<file path="config.mk">
export PLATFORM = sky130hd
export DESIGN_NAME = dma_single_channel
export DESIGN_NICKNAME = d
export VERILOG_FILES = /design/src/rtl/dma_chan_pkg.sv /design/src/rtl/dma_cfg_regs.sv /design/src/rtl/dma_req_sel.sv /design/src/rtl/dma_engine.sv /design/src/rtl/dma_single_channel.sv
export SDC_FILE = /design/constraint.sdc
export NUM_CORES = 1
export LEC_CHECK = 0
export BUFFER_PORTS_ARGS = -buffer_cell sky130_fd_sc_hd__clkbuf_2
export CAP_MARGIN = 10
export CORE_MARGIN = 1
export CORE_UTILIZATION = 56
export DETAILED_ROUTE_END_ITERATION = 10
export PLACE_DENSITY_LB_ADDON = 0.05
export SETUP_SLACK_MARGIN = 0.2
export SLEW_MARGIN = 25
export SYNTH_ARGS = -nofsm -noshare
export SYNTH_HDL_FRONTEND = slang
export SYNTH_SLANG_ARGS = --single-unit
</file>
<file path="constraint.sdc">
create_clock -name clk -period 4.5 [get_ports clk]
set_input_delay 0.675 -clock clk [delete_from_list [all_inputs] [get_ports clk]]
set_output_delay 0.675 -clock clk [all_outputs]
set_load 0.01 [all_outputs]
</file>
<file path="src/rtl/dma_chan_pkg.sv">
package dma_chan_pkg;

  // configuration register select codes
  localparam logic [2:0] SEL_SRC_INIT = 3'd0;
  localparam logic [2:0] SEL_SRC_CTL  = 3'd1;
  localparam logic [2:0] SEL_DST_INIT = 3'd2;
  localparam logic [2:0] SEL_DST_CTL  = 3'd3;
  localparam logic [2:0] SEL_CTRL     = 3'd4;
  localparam logic [2:0] SEL_MASK     = 3'd5;

  localparam logic [1:0] SIZE_RSVD   = 2'b11;
  localparam int         BURST_ITEMS = 4;
  localparam int         BEAT_W      = $clog2(BURST_ITEMS);

  typedef enum logic [1:0] {
    ENG_IDLE,
    ENG_READ,
    ENG_WRITE,
    ENG_FINISH
  } eng_state_t;

  // service options latched at the start of a service
  typedef struct packed {
    logic       handshake;
    logic       irq_en;
    logic       burst;
    logic       whole;
    logic       hw_src;
    logic       no_reload;
    logic [1:0] size;
  } svc_cfg_t;

  function automatic svc_cfg_t decode_ctrl(input logic [31:0] w);
    svc_cfg_t c;
    c.handshake = w[31];
    c.irq_en    = w[29];
    c.burst     = w[28];
    c.whole     = w[27];
    c.hw_src    = w[23];
    c.no_reload = w[22];
    c.size      = w[21:20];
    return c;
  endfunction

  function automatic logic [2:0] item_bytes(input logic [1:0] s);
    case (s)
      2'b00:   return 3'd1;
      2'b01:   return 3'd2;
      default: return 3'd4;
    endcase
  endfunction

endpackage

</file>
<file path="src/rtl/dma_cfg_regs.sv">
module dma_cfg_regs
  import dma_chan_pkg::*;
#(
  parameter int AW = 32
) (
  input  logic          clk,
  input  logic          rst_n,
  input  logic          cfg_wr_en,
  input  logic [2:0]    cfg_sel,
  input  logic [31:0]   cfg_wdata,
  input  logic          take_trig,
  input  logic          finish_off,
  output logic [AW-1:0] src_init,
  output logic [AW-1:0] dst_init,
  output logic          src_fixed,
  output logic          dst_fixed,
  output logic [31:0]   ctrl_word,
  output logic          chan_en,
  output logic          trig_pend,
  output logic          load_cur
);

  logic mask_wr;

  assign mask_wr  = cfg_wr_en && (cfg_sel == SEL_MASK);
  // turning the channel on from off copies initial values into current ones
  assign load_cur = mask_wr && cfg_wdata[1] && !chan_en;

  always_ff @(posedge clk or negedge rst_n) begin
    if (!rst_n) begin
      src_init  <= '0;
      dst_init  <= '0;
      src_fixed <= 1'b0;
      dst_fixed <= 1'b0;
      ctrl_word <= '0;
    end else if (cfg_wr_en) begin
      case (cfg_sel)
        SEL_SRC_INIT: src_init  <= AW'(cfg_wdata);
        SEL_SRC_CTL:  src_fixed <= cfg_wdata[0];
        SEL_DST_INIT: dst_init  <= AW'(cfg_wdata);
        SEL_DST_CTL:  dst_fixed <= cfg_wdata[0];
        SEL_CTRL:     ctrl_word <= cfg_wdata;
        default: ;
      endcase
    end
  end

  always_ff @(posedge clk or negedge rst_n) begin
    if (!rst_n) begin
      chan_en   <= 1'b0;
      trig_pend <= 1'b0;
    end else begin
      if (mask_wr)         chan_en <= cfg_wdata[1];
      else if (finish_off) chan_en <= 1'b0;

      if (mask_wr)        trig_pend <= cfg_wdata[1] & cfg_wdata[0];
      else if (take_trig) trig_pend <= 1'b0;
    end
  end

endmodule

</file>
<file path="src/rtl/dma_req_sel.sv">
module dma_req_sel #(
  parameter int NREQ = 8
) (
  input  logic            hw_src,
  input  logic [2:0]      line,
  input  logic            trig_pend,
  input  logic [NREQ-1:0] dreq,
  output logic            line_lvl,
  output logic            want
);

  always_comb begin
    line_lvl = 1'b0;
    for (int i = 0; i < NREQ; i++) begin
      if (line == 3'(i)) line_lvl = dreq[i];
    end
    want = hw_src ? line_lvl : trig_pend;
  end

endmodule

</file>
<file path="src/rtl/dma_engine.sv">
module dma_engine
  import dma_chan_pkg::*;
#(
  parameter int AW    = 32,
  parameter int CNT_W = 20
) (
  input  logic             clk,
  input  logic             rst_n,
  input  svc_cfg_t         cfg_now,
  input  logic [CNT_W-1:0] init_cnt,
  input  logic [AW-1:0]    src_init,
  input  logic [AW-1:0]    dst_init,
  input  logic             src_fixed,
  input  logic             dst_fixed,
  input  logic             chan_en,
  input  logic             want,
  input  logic             line_lvl,
  input  logic             load_cur,
  output logic             take_trig,
  output logic             finish_off,
  output logic             irq,
  output logic             dack,
  output logic             mem_valid,
  output logic             mem_we,
  output logic [AW-1:0]    mem_addr,
  output logic [1:0]       mem_size,
  output logic [31:0]      mem_wdata,
  input  logic             mem_ready,
  input  logic [31:0]      mem_rdata,
  output logic [AW-1:0]    cur_src,
  output logic [AW-1:0]    cur_dst,
  output logic [CNT_W-1:0] cur_cnt
);

  localparam logic [BEAT_W-1:0] BEAT_LAST = BEAT_W'(BURST_ITEMS - 1);

  eng_state_t        state;
  svc_cfg_t          svc_q;
  logic [BEAT_W-1:0] beat;
  logic [31:0]       data_q;

  logic [AW-1:0]    step;
  logic [CNT_W-1:0] cnt_dec;
  logic             can_go, refuse, start, last_item, wr_hs, atom_end;

  always_comb begin
    step       = AW'(item_bytes(svc_q.size));
    can_go     = (state == ENG_IDLE) && chan_en && want;
    refuse     = can_go && ((cfg_now.size == SIZE_RSVD) || (cur_cnt == '0));
    start      = can_go && !refuse;
    take_trig  = (start || refuse) && !cfg_now.hw_src;
    last_item  = !svc_q.burst || (beat == BEAT_LAST);
    wr_hs      = (state == ENG_WRITE) && mem_ready;
    cnt_dec    = cur_cnt - CNT_W'(1);
    atom_end   = wr_hs && last_item;
    finish_off = atom_end && (cnt_dec == '0) && svc_q.no_reload;
  end

  assign mem_valid = (state == ENG_READ) || (state == ENG_WRITE);
  assign mem_we    = (state == ENG_WRITE);
  assign mem_addr  = (state == ENG_WRITE) ? cur_dst : cur_src;
  assign mem_size  = svc_q.size;
  assign mem_wdata = data_q;

  always_ff @(posedge clk or negedge rst_n) begin
    if (!rst_n) begin
      state   <= ENG_IDLE;
      svc_q   <= '0;
      beat    <= '0;
      data_q  <= '0;
      cur_src <= '0;
      cur_dst <= '0;
      cur_cnt <= '0;
      irq     <= 1'b0;
      dack    <= 1'b0;
    end else begin
      irq <= 1'b0;
      unique case (state)
        ENG_IDLE: begin
          if (start) begin
            svc_q <= cfg_now;
            beat  <= '0;
            dack  <= cfg_now.hw_src;
            state <= ENG_READ;
          end
        end
        ENG_READ: begin
          if (mem_ready) begin
            data_q <= mem_rdata;
            if (!src_fixed) cur_src <= cur_src + step;
            state <= ENG_WRITE;
          end
        end
        ENG_WRITE: begin
          if (mem_ready) begin
            if (!dst_fixed) cur_dst <= cur_dst + step;
            if (!last_item) begin
              beat  <= beat + 1'b1;
              state <= ENG_READ;
            end else begin
              beat    <= '0;
              cur_cnt <= cnt_dec;
              if (cnt_dec == '0) begin
                irq   <= svc_q.irq_en;
                state <= ENG_FINISH;
                if (!svc_q.no_reload) begin
                  cur_src <= src_init;
                  cur_dst <= dst_init;
                  cur_cnt <= init_cnt;
                end
              end else if (svc_q.whole) begin
                state <= ENG_READ;
              end else begin
                state <= ENG_FINISH;
              end
            end
          end
        end
        ENG_FINISH: begin
          // handshake: keep acknowledging until the request line falls
          if (!(svc_q.hw_src && svc_q.handshake && line_lvl)) begin
            dack  <= 1'b0;
            state <= ENG_IDLE;
          end
        end
        default: state <= ENG_IDLE;
      endcase
      if (load_cur) begin
        cur_src <= src_init;
        cur_dst <= dst_init;
        cur_cnt <= init_cnt;
      end
    end
  end

endmodule

</file>
<file path="src/rtl/dma_single_channel.sv">
module dma_single_channel
  import dma_chan_pkg::*;
#(
  parameter int AW    = 32,
  parameter int CNT_W = 20,
  parameter int NREQ  = 8
) (
  input  logic             clk,
  input  logic             rst_n,
  input  logic             cfg_wr_en,
  input  logic [2:0]       cfg_sel,
  input  logic [31:0]      cfg_wdata,
  input  logic [NREQ-1:0]  dreq,
  output logic             dack,
  output logic             mem_valid,
  input  logic             mem_ready,
  output logic             mem_we,
  output logic [AW-1:0]    mem_addr,
  output logic [1:0]       mem_size,
  output logic [31:0]      mem_wdata,
  input  logic [31:0]      mem_rdata,
  output logic [AW-1:0]    cur_src,
  output logic [AW-1:0]    cur_dst,
  output logic [CNT_W-1:0] cur_count,
  output logic             chan_en,
  output logic             irq
);

  logic [AW-1:0]    src_init, dst_init;
  logic             src_fixed, dst_fixed;
  logic [31:0]      ctrl_word;
  logic             trig_pend, load_cur, take_trig, finish_off;
  logic             line_lvl, want;
  svc_cfg_t         cfg_now;
  logic [CNT_W-1:0] init_cnt;

  assign cfg_now  = decode_ctrl(ctrl_word);
  assign init_cnt = ctrl_word[CNT_W-1:0];

  dma_cfg_regs #(.AW(AW)) u_regs (
    .clk        (clk),
    .rst_n      (rst_n),
    .cfg_wr_en  (cfg_wr_en),
    .cfg_sel    (cfg_sel),
    .cfg_wdata  (cfg_wdata),
    .take_trig  (take_trig),
    .finish_off (finish_off),
    .src_init   (src_init),
    .dst_init   (dst_init),
    .src_fixed  (src_fixed),
    .dst_fixed  (dst_fixed),
    .ctrl_word  (ctrl_word),
    .chan_en    (chan_en),
    .trig_pend  (trig_pend),
    .load_cur   (load_cur)
  );

  dma_req_sel #(.NREQ(NREQ)) u_req (
    .hw_src    (cfg_now.hw_src),
    .line      (ctrl_word[26:24]),
    .trig_pend (trig_pend),
    .dreq      (dreq),
    .line_lvl  (line_lvl),
    .want      (want)
  );

  dma_engine #(.AW(AW), .CNT_W(CNT_W)) u_eng (
    .clk        (clk),
    .rst_n      (rst_n),
    .cfg_now    (cfg_now),
    .init_cnt   (init_cnt),
    .src_init   (src_init),
    .dst_init   (dst_init),
    .src_fixed  (src_fixed),
    .dst_fixed  (dst_fixed),
    .chan_en    (chan_en),
    .want       (want),
    .line_lvl   (line_lvl),
    .load_cur   (load_cur),
    .take_trig  (take_trig),
    .finish_off (finish_off),
    .irq        (irq),
    .dack       (dack),
    .mem_valid  (mem_valid),
    .mem_we     (mem_we),
    .mem_addr   (mem_addr),
    .mem_size   (mem_size),
    .mem_wdata  (mem_wdata),
    .mem_ready  (mem_ready),
    .mem_rdata  (mem_rdata),
    .cur_src    (cur_src),
    .cur_dst    (cur_dst),
    .cur_cnt    (cur_count)
  );

endmodule

</file>
# Word-level counts from Yosys, hierarchy flattened

Cells that the tools add are included.

Reductions and logical operators: 49
Mux-type cells: 55
Add/sub/neg operators: 4
Eq/ne operators: 28
Bitwise logic cells: 1

Operators with widths:

| kind                                               | count |
|---|---|
| 2-to-1 mux 32 bit                                  | 15 |
| 2-to-1 mux 20 bit                                  | 6 |
| adder 32 x 3 -> 32 bit                             | 2 |
| one-hot mux 32 bit (2 select lines)                | 1 |
| zero test 20 bit                                   | 2 |
| 2-to-1 mux 2 bit                                   | 10 |
| subtractor 20 x 1 -> 20 bit, second input constant | 1 |
| 2-to-1 mux 1 bit                                   | 19 |
| == test 3 bit, second input constant               | 6 |
| AND reduction 2 bit                                | 8 |
| logical AND 1 bit                                  | 14 |
| nonzero test 2 bit                                 | 7 |
| == test 3 x 2 -> 1 bit, second input constant      | 4 |
| != test 3 bit, second input constant               | 3 |
| AND reduction 3 bit                                | 3 |
| == test 2 bit, second input constant               | 4 |
| one-hot mux 2 bit (4 select lines)                 | 1 |
| AND reduction 7 bit                                | 1 |
| == test 3 x 1 -> 1 bit, second input constant      | 2 |
| zero test 3 bit                                    | 2 |
| != test 2 bit, second input constant               | 3 |
| != test 3 x 1 -> 1 bit, second input constant      | 2 |
| one-hot mux 3 bit (2 select lines)                 | 1 |
| == test 2 x 1 -> 1 bit, second input constant      | 2 |
| 11 further kinds                                   | 18 |

Logic and storage cells: 159
Output and inout bits: 155
Flip-flop bits (word level): 230

# Longest topological paths before layout

Depth after elaboration: 18
Depth in mapped cells: 13
Gate-level depth less buffers: 12

# Modules after synthesis

From an unflattened synthesis, not the netlist that was laid out.

Cell total of the unflattened synthesis: 1218
Area, all modules: 13123.8 um^2

By module, submodules not included:

| module       | seq. area each (um^2) | area an instance (um^2) | cells an instance | instances |
|---|---|---|---|---|
| dma_engine   | 3253.1                | 8907.3                  | 988               | 1 |
| dma_cfg_regs | 2502.4                | 4131.5                  | 221               | 1 |
| dma_req_sel  | 0.0                   | 85.1                    | 9                 | 1 |

# Worst setup path before layout

Ideal clock, no wire load.

Kind: register -> register
From: register u_eng.cur_cnt[0]
To: register u_eng.cur_dst[16]
Setup time: 0.124 ns
Buffers on the path: 2
Slack: 1.354 ns
Stages on the path, launching flop included: 13
Arrival time: 3.022 ns
Cell sequence: dfrtp_1 > inv_1 > ha_1 > buf_2 > nor3b_1 > nand4_1 > xnor2_1 > nor3_1 > nand4_4 > o21a_1 > buf_6 > and3_1 > a211o_1

Longest elaborated chain between the ends: 7

Ends and longest elaborated chain:

| item                        | line              | RTL |
|---|---|---|
| from (decl)                 | dma_engine.sv:32  | `output logic [CNT_W-1:0] cur_cnt` |
| from (signal assigned)      | dma_engine.sv:102 | `cur_cnt <= cnt_dec;` |
| from (signal assigned)      | dma_engine.sv:109 | `cur_cnt <= init_cnt;` |
| from (signal assigned)      | dma_engine.sv:131 | `cur_cnt <= init_cnt;` |
| subtractor 20 x 1 -> 20 bit | dma_engine.sv:54  | `cnt_dec = cur_cnt - CNT_W'(1);` |
| zero test 20 bit            | dma_engine.sv:103 | `if (cnt_dec == '0) begin` |
| 2-to-1 mux 32 bit           | dma_engine.sv:103 |  |
| 2-to-1 mux 32 bit           | dma_engine.sv:97  | `if (!last_item) begin` |
| 2-to-1 mux 32 bit           | dma_engine.sv:95  | `if (mem_ready) begin` |
| 2-to-1 mux 32 bit           | dma_engine.sv:78  | `unique case (state)` |
| 2-to-1 mux 32 bit           | dma_engine.sv:128 | `if (load_cur) begin` |
| to (signal assigned)        | dma_engine.sv:96  | `if (!dst_fixed) cur_dst <= cur_dst + step;` |
| to (signal assigned)        | dma_engine.sv:108 | `cur_dst <= dst_init;` |
| to (signal assigned)        | dma_engine.sv:130 | `cur_dst <= dst_init;` |
| to (decl)                   | dma_engine.sv:31  | `output logic [AW-1:0] cur_dst,` |

Every way passes these cells. The select of a mux whose other input is x is not followed.
A chain may end at the register's enable or synchronous reset.

# Worst setup path in the final report

From: register u_eng.cur_cnt[0]
To: register u_eng.cur_dst[20]

The elaborated chain is that of the path after synthesis.

==> metrics.txt <==
die width=147 microns; R2R Setup Slk=0.77 ns; count of hold-fix buffers inserted at cts=0; final weighted congestion of routability-driven global placement=0.927; run status=complete, no violations; share of layout cells above drive strength 1=36.4%; worst slack after detailed placement=0.890 ns; htree depth=1; Worst setup SP type=flip-flop; die height=147 microns; maximum net fanout on the critical path=25; Final HPWL DP=25000 microns; Cell Chain, Critical Path=inv_1 > ha_1 > nor3b_1 > buf_4 > nand4_1 > xnor2_1 > nor3_1 > nand4_4 > o21a_1 > buf_4 > nand3_1 > o311ai_0; most common cell after layout, fill and taps aside=sky130_fd_sc_hd__clkbuf_2; Clock Tree Root=sky130_fd_sc_hd__clkbuf_16; path type of the worst min-delay path=input port to asynchronous set/reset pin; number of nets in the final layout=1416; PD cells=652 mW/mm^2; end-of-flow core utilization=68.7%; sum of routed wire length over all layers=35200 microns; number of instances in the synthesized netlist=1102; portion of the post-synthesis area used by sequential elements=48.9%; final routed DRC violation total=0; Netlist Area Pre-Place=0.0117 sq mm; min cycle time layout=3.73 ns; Worst R2R Start=u_eng.cur_cnt[0]$_DFFE_PN0P_; clock tree from TritonCTS=built; diode count=0; Fin. Hold Viols=0; clock transition time at the flip-flop clock pins of the worst setup and hold paths=0.06 ns; Sum Neg Setup Slack=0 ns; detailed router's first-iteration violation count=803; prevailing post-synth register cell=sky130_fd_sc_hd__dfrtp_1; reported max-cap violation count=0; commonest cells after routing, fill and taps aside=232 x sky130_fd_sc_hd__clkbuf_2, 229 x sky130_fd_sc_hd__dfrtp_1, 162 x sky130_fd_sc_hd__mux2_2; number of flops mapped to enable cells by yosys=0; overall die area=0.0215 sq mm; antenna violations before repair=0; number of global-route vias before repair=9433; static leakage power=6.38 nW; Worst VDD drop=0.360 mV; GRT Total Usage=32.7%; mean post-synth cell area=10.6 sq um; endpoints failing setup=0; average wire per cell in the routed design=21.9 microns; transition time of the tightest slew-check pin=0.757 ns; row count=52; total vias in the final route=10084; number of warnings reported in the yosys synthesis log=0; normalized max-slew margin=48.8%; cell at the slowest stage of the critical path=sky130_fd_sc_hd__dfrtp_1; total of buffers placed on input and output ports=233; Worst Setup Path Type=flip-flop to flip-flop; data required time at the worst endpoint=4.85 ns; largest net degree at the start of global routing=97; count of cell types in the netlist=74; post-synth net total=1197; worst hold slack across all endpoints=0.153 ns; effective utilization at floorplan=57.6%; maximum number of buffers from clock root to sink=3; Routed Antenna Nets=0; Vias/cell=6.27; first-pass GRT wire length=54300 microns; final worst-path setup slack=0.770 ns; critical path capture point type=flip-flop; top achievable clock speed=268 MHz; share of synthesized flip-flops with an asynchronous set or reset=100%; Critical Path Most Common Cell=sky130_fd_sc_hd__buf_4; Core Footprint=0.0204 sq mm; #FFs+latches synth=229; 1st-pass router iterations=6; number of resized instances in the post-cts repair step=0; biggest cell delay along the critical path=0.47 ns; area delta synth->final=19.3%; clock skew after layout=0.0210 ns; Worst R2R End=u_eng.cur_dst[20]$_DFFE_PN0P_; depth of the worst register-to-register path=12; Final Cycle Share=82.9%; boundary pin count=234; global route overflow=0; Skew-Pair Late Insertion Delay=0.53 ns; number of clock sinks seen by CTS=229; unrepaired setup endpoints after global routing=false; count of buffers added by post-CTS timing repair for setup=0; arrival time of the worst setup path=4.08 ns; number of buffers inserted during clock tree synthesis=25; number of pins exceeding their max-slew limit in the final report=0
-- per-stage QoR --
stage | area [sq um] | cells | power, W
3_3_place_gp | 13100 | 1564 | 0.00692
2_1_floorplan | 11700 | 1102 | 0.00552
6_report | 14000 | 1608 | 0.00912
5_1_grt | 14000 | 1608 | 0.00961
3_5_place_dp | 13100 | 1564 | 0.00699
4_1_cts | 14000 | 1608 | 0.00911
-- worst max-delay path, delay by kind of cell, from the launching register on --
kind	cells	cell delay [ns]
compound gates	2	0.62
buf+inv	3	0.64
simple gates	5	1.24
flops	1	0.47
fa+ha+maj	1	0.36
xor+xnor	1	0.23
-- flip-flops by register name, indices dropped and copies added (netlist names), 6 cells and up --
| name | cells |
|---|---|
| u_regs.ctrl_word | 31 |
| u_eng.cur_src | 32 |
| u_eng.mem_wdata | 32 |
| u_eng.cur_dst | 32 |
| u_regs.dst_init | 32 |
| u_eng.svc_q | 6 |
| u_eng.cur_cnt | 20 |
| u_regs.src_init | 32 |
-- cell usage after synthesis, types with 10 or more instances --
library cell	n	area, sq um
sky130_fd_sc_hd__ha_1	14	175
sky130_fd_sc_hd__nor4_1	12	75.1
sky130_fd_sc_hd__a21oi_1	52	260
sky130_fd_sc_hd__nand3_1	34	170
sky130_fd_sc_hd__nor3_1	37	185
sky130_fd_sc_hd__nor2_1	80	300
sky130_fd_sc_hd__dfrtp_1	229	5730
sky130_fd_sc_hd__a311oi_1	16	140
sky130_fd_sc_hd__mux2_2	162	1820
sky130_fd_sc_hd__nand2_1	87	327
sky130_fd_sc_hd__o21ai_0	58	290
sky130_fd_sc_hd__nand4_1	18	113
sky130_fd_sc_hd__and3_1	19	119
sky130_fd_sc_hd__mux2i_1	10	100
sky130_fd_sc_hd__clkbuf_1	42	158
sky130_fd_sc_hd__a31oi_1	16	100
sky130_fd_sc_hd__inv_1	26	97.6
sky130_fd_sc_hd__and2_1	13	81.3
-- logic make-up (layout without fill, tap and decap cells) --
family	count (synthesis)	count (layout)	synth area share, %
and+or+nand+nor	350	350	15.1
AOI/OAI and AO/OA	234	234	13.3
DFF	229	229	48.9
muxes	174	174	16.8
buffers and inverters	87	323	3.20
adders and majority gates	16	16	1.84
xor gates and xnor gates	12	12	0.897
-- worst max-delay path by stage --
| stage | startpoint | end | slack [ns] |
|---|---|---|---|
| floorplan | u_eng.cur_cnt[0]$_DFFE_PN0P_ | u_eng.cur_dst[16]$_DFFE_PN0P_ | 1.35 |
| global placement | u_eng.cur_cnt[0]$_DFFE_PN0P_ | u_eng.cur_dst[4]$_DFFE_PN0P_ | 1.02 |
| detailed placement | u_eng.cur_cnt[0]$_DFFE_PN0P_ | u_eng.cur_dst[20]$_DFFE_PN0P_ | 0.89 |
| CTS | u_eng.cur_cnt[0]$_DFFE_PN0P_ | u_eng.cur_dst[20]$_DFFE_PN0P_ | 0.83 |
| global route | u_eng.cur_cnt[0]$_DFFE_PN0P_ | u_eng.cur_dst[20]$_DFFE_PN0P_ | 0.53 |
| finish | u_eng.cur_cnt[0]$_DFFE_PN0P_ | u_eng.cur_dst[20]$_DFFE_PN0P_ | 0.77 |
-- power breakdown --
group          internal [W]  leakage (nW)  switching [W]
Sequential          0.00274          2.78       0.000834
Clock               0.00126         0.418       0.000835
Combinational       0.00154          3.19        0.00191
Total               0.00555          6.38        0.00358
-- cell type report --
type	count	area, sq um
inverters	26	97.6
clock buffers	36	747
clock inverters	8	100
flip-flops and latches	229	5730
multi-input cells	786	5640
fillers	1562	6380
well taps	270	338
repair buffers	253	1340
-- per-layer routing --
| metal | global-route usage (%) | vias to the layer above | share of wire, % |
|---|---|---|---|
| li1 | - | 4522 | - |
| met1 | 46.5 | 4953 | 42 |
| met2 | 51.1 | 530 | 46 |
| met3 | 5.81 | 79 | 9.5 |
| met4 | 9.48 | 0 | 2.5 |
| met5 | 0 | - | 0 |
(Power assumes the default switching activity.)
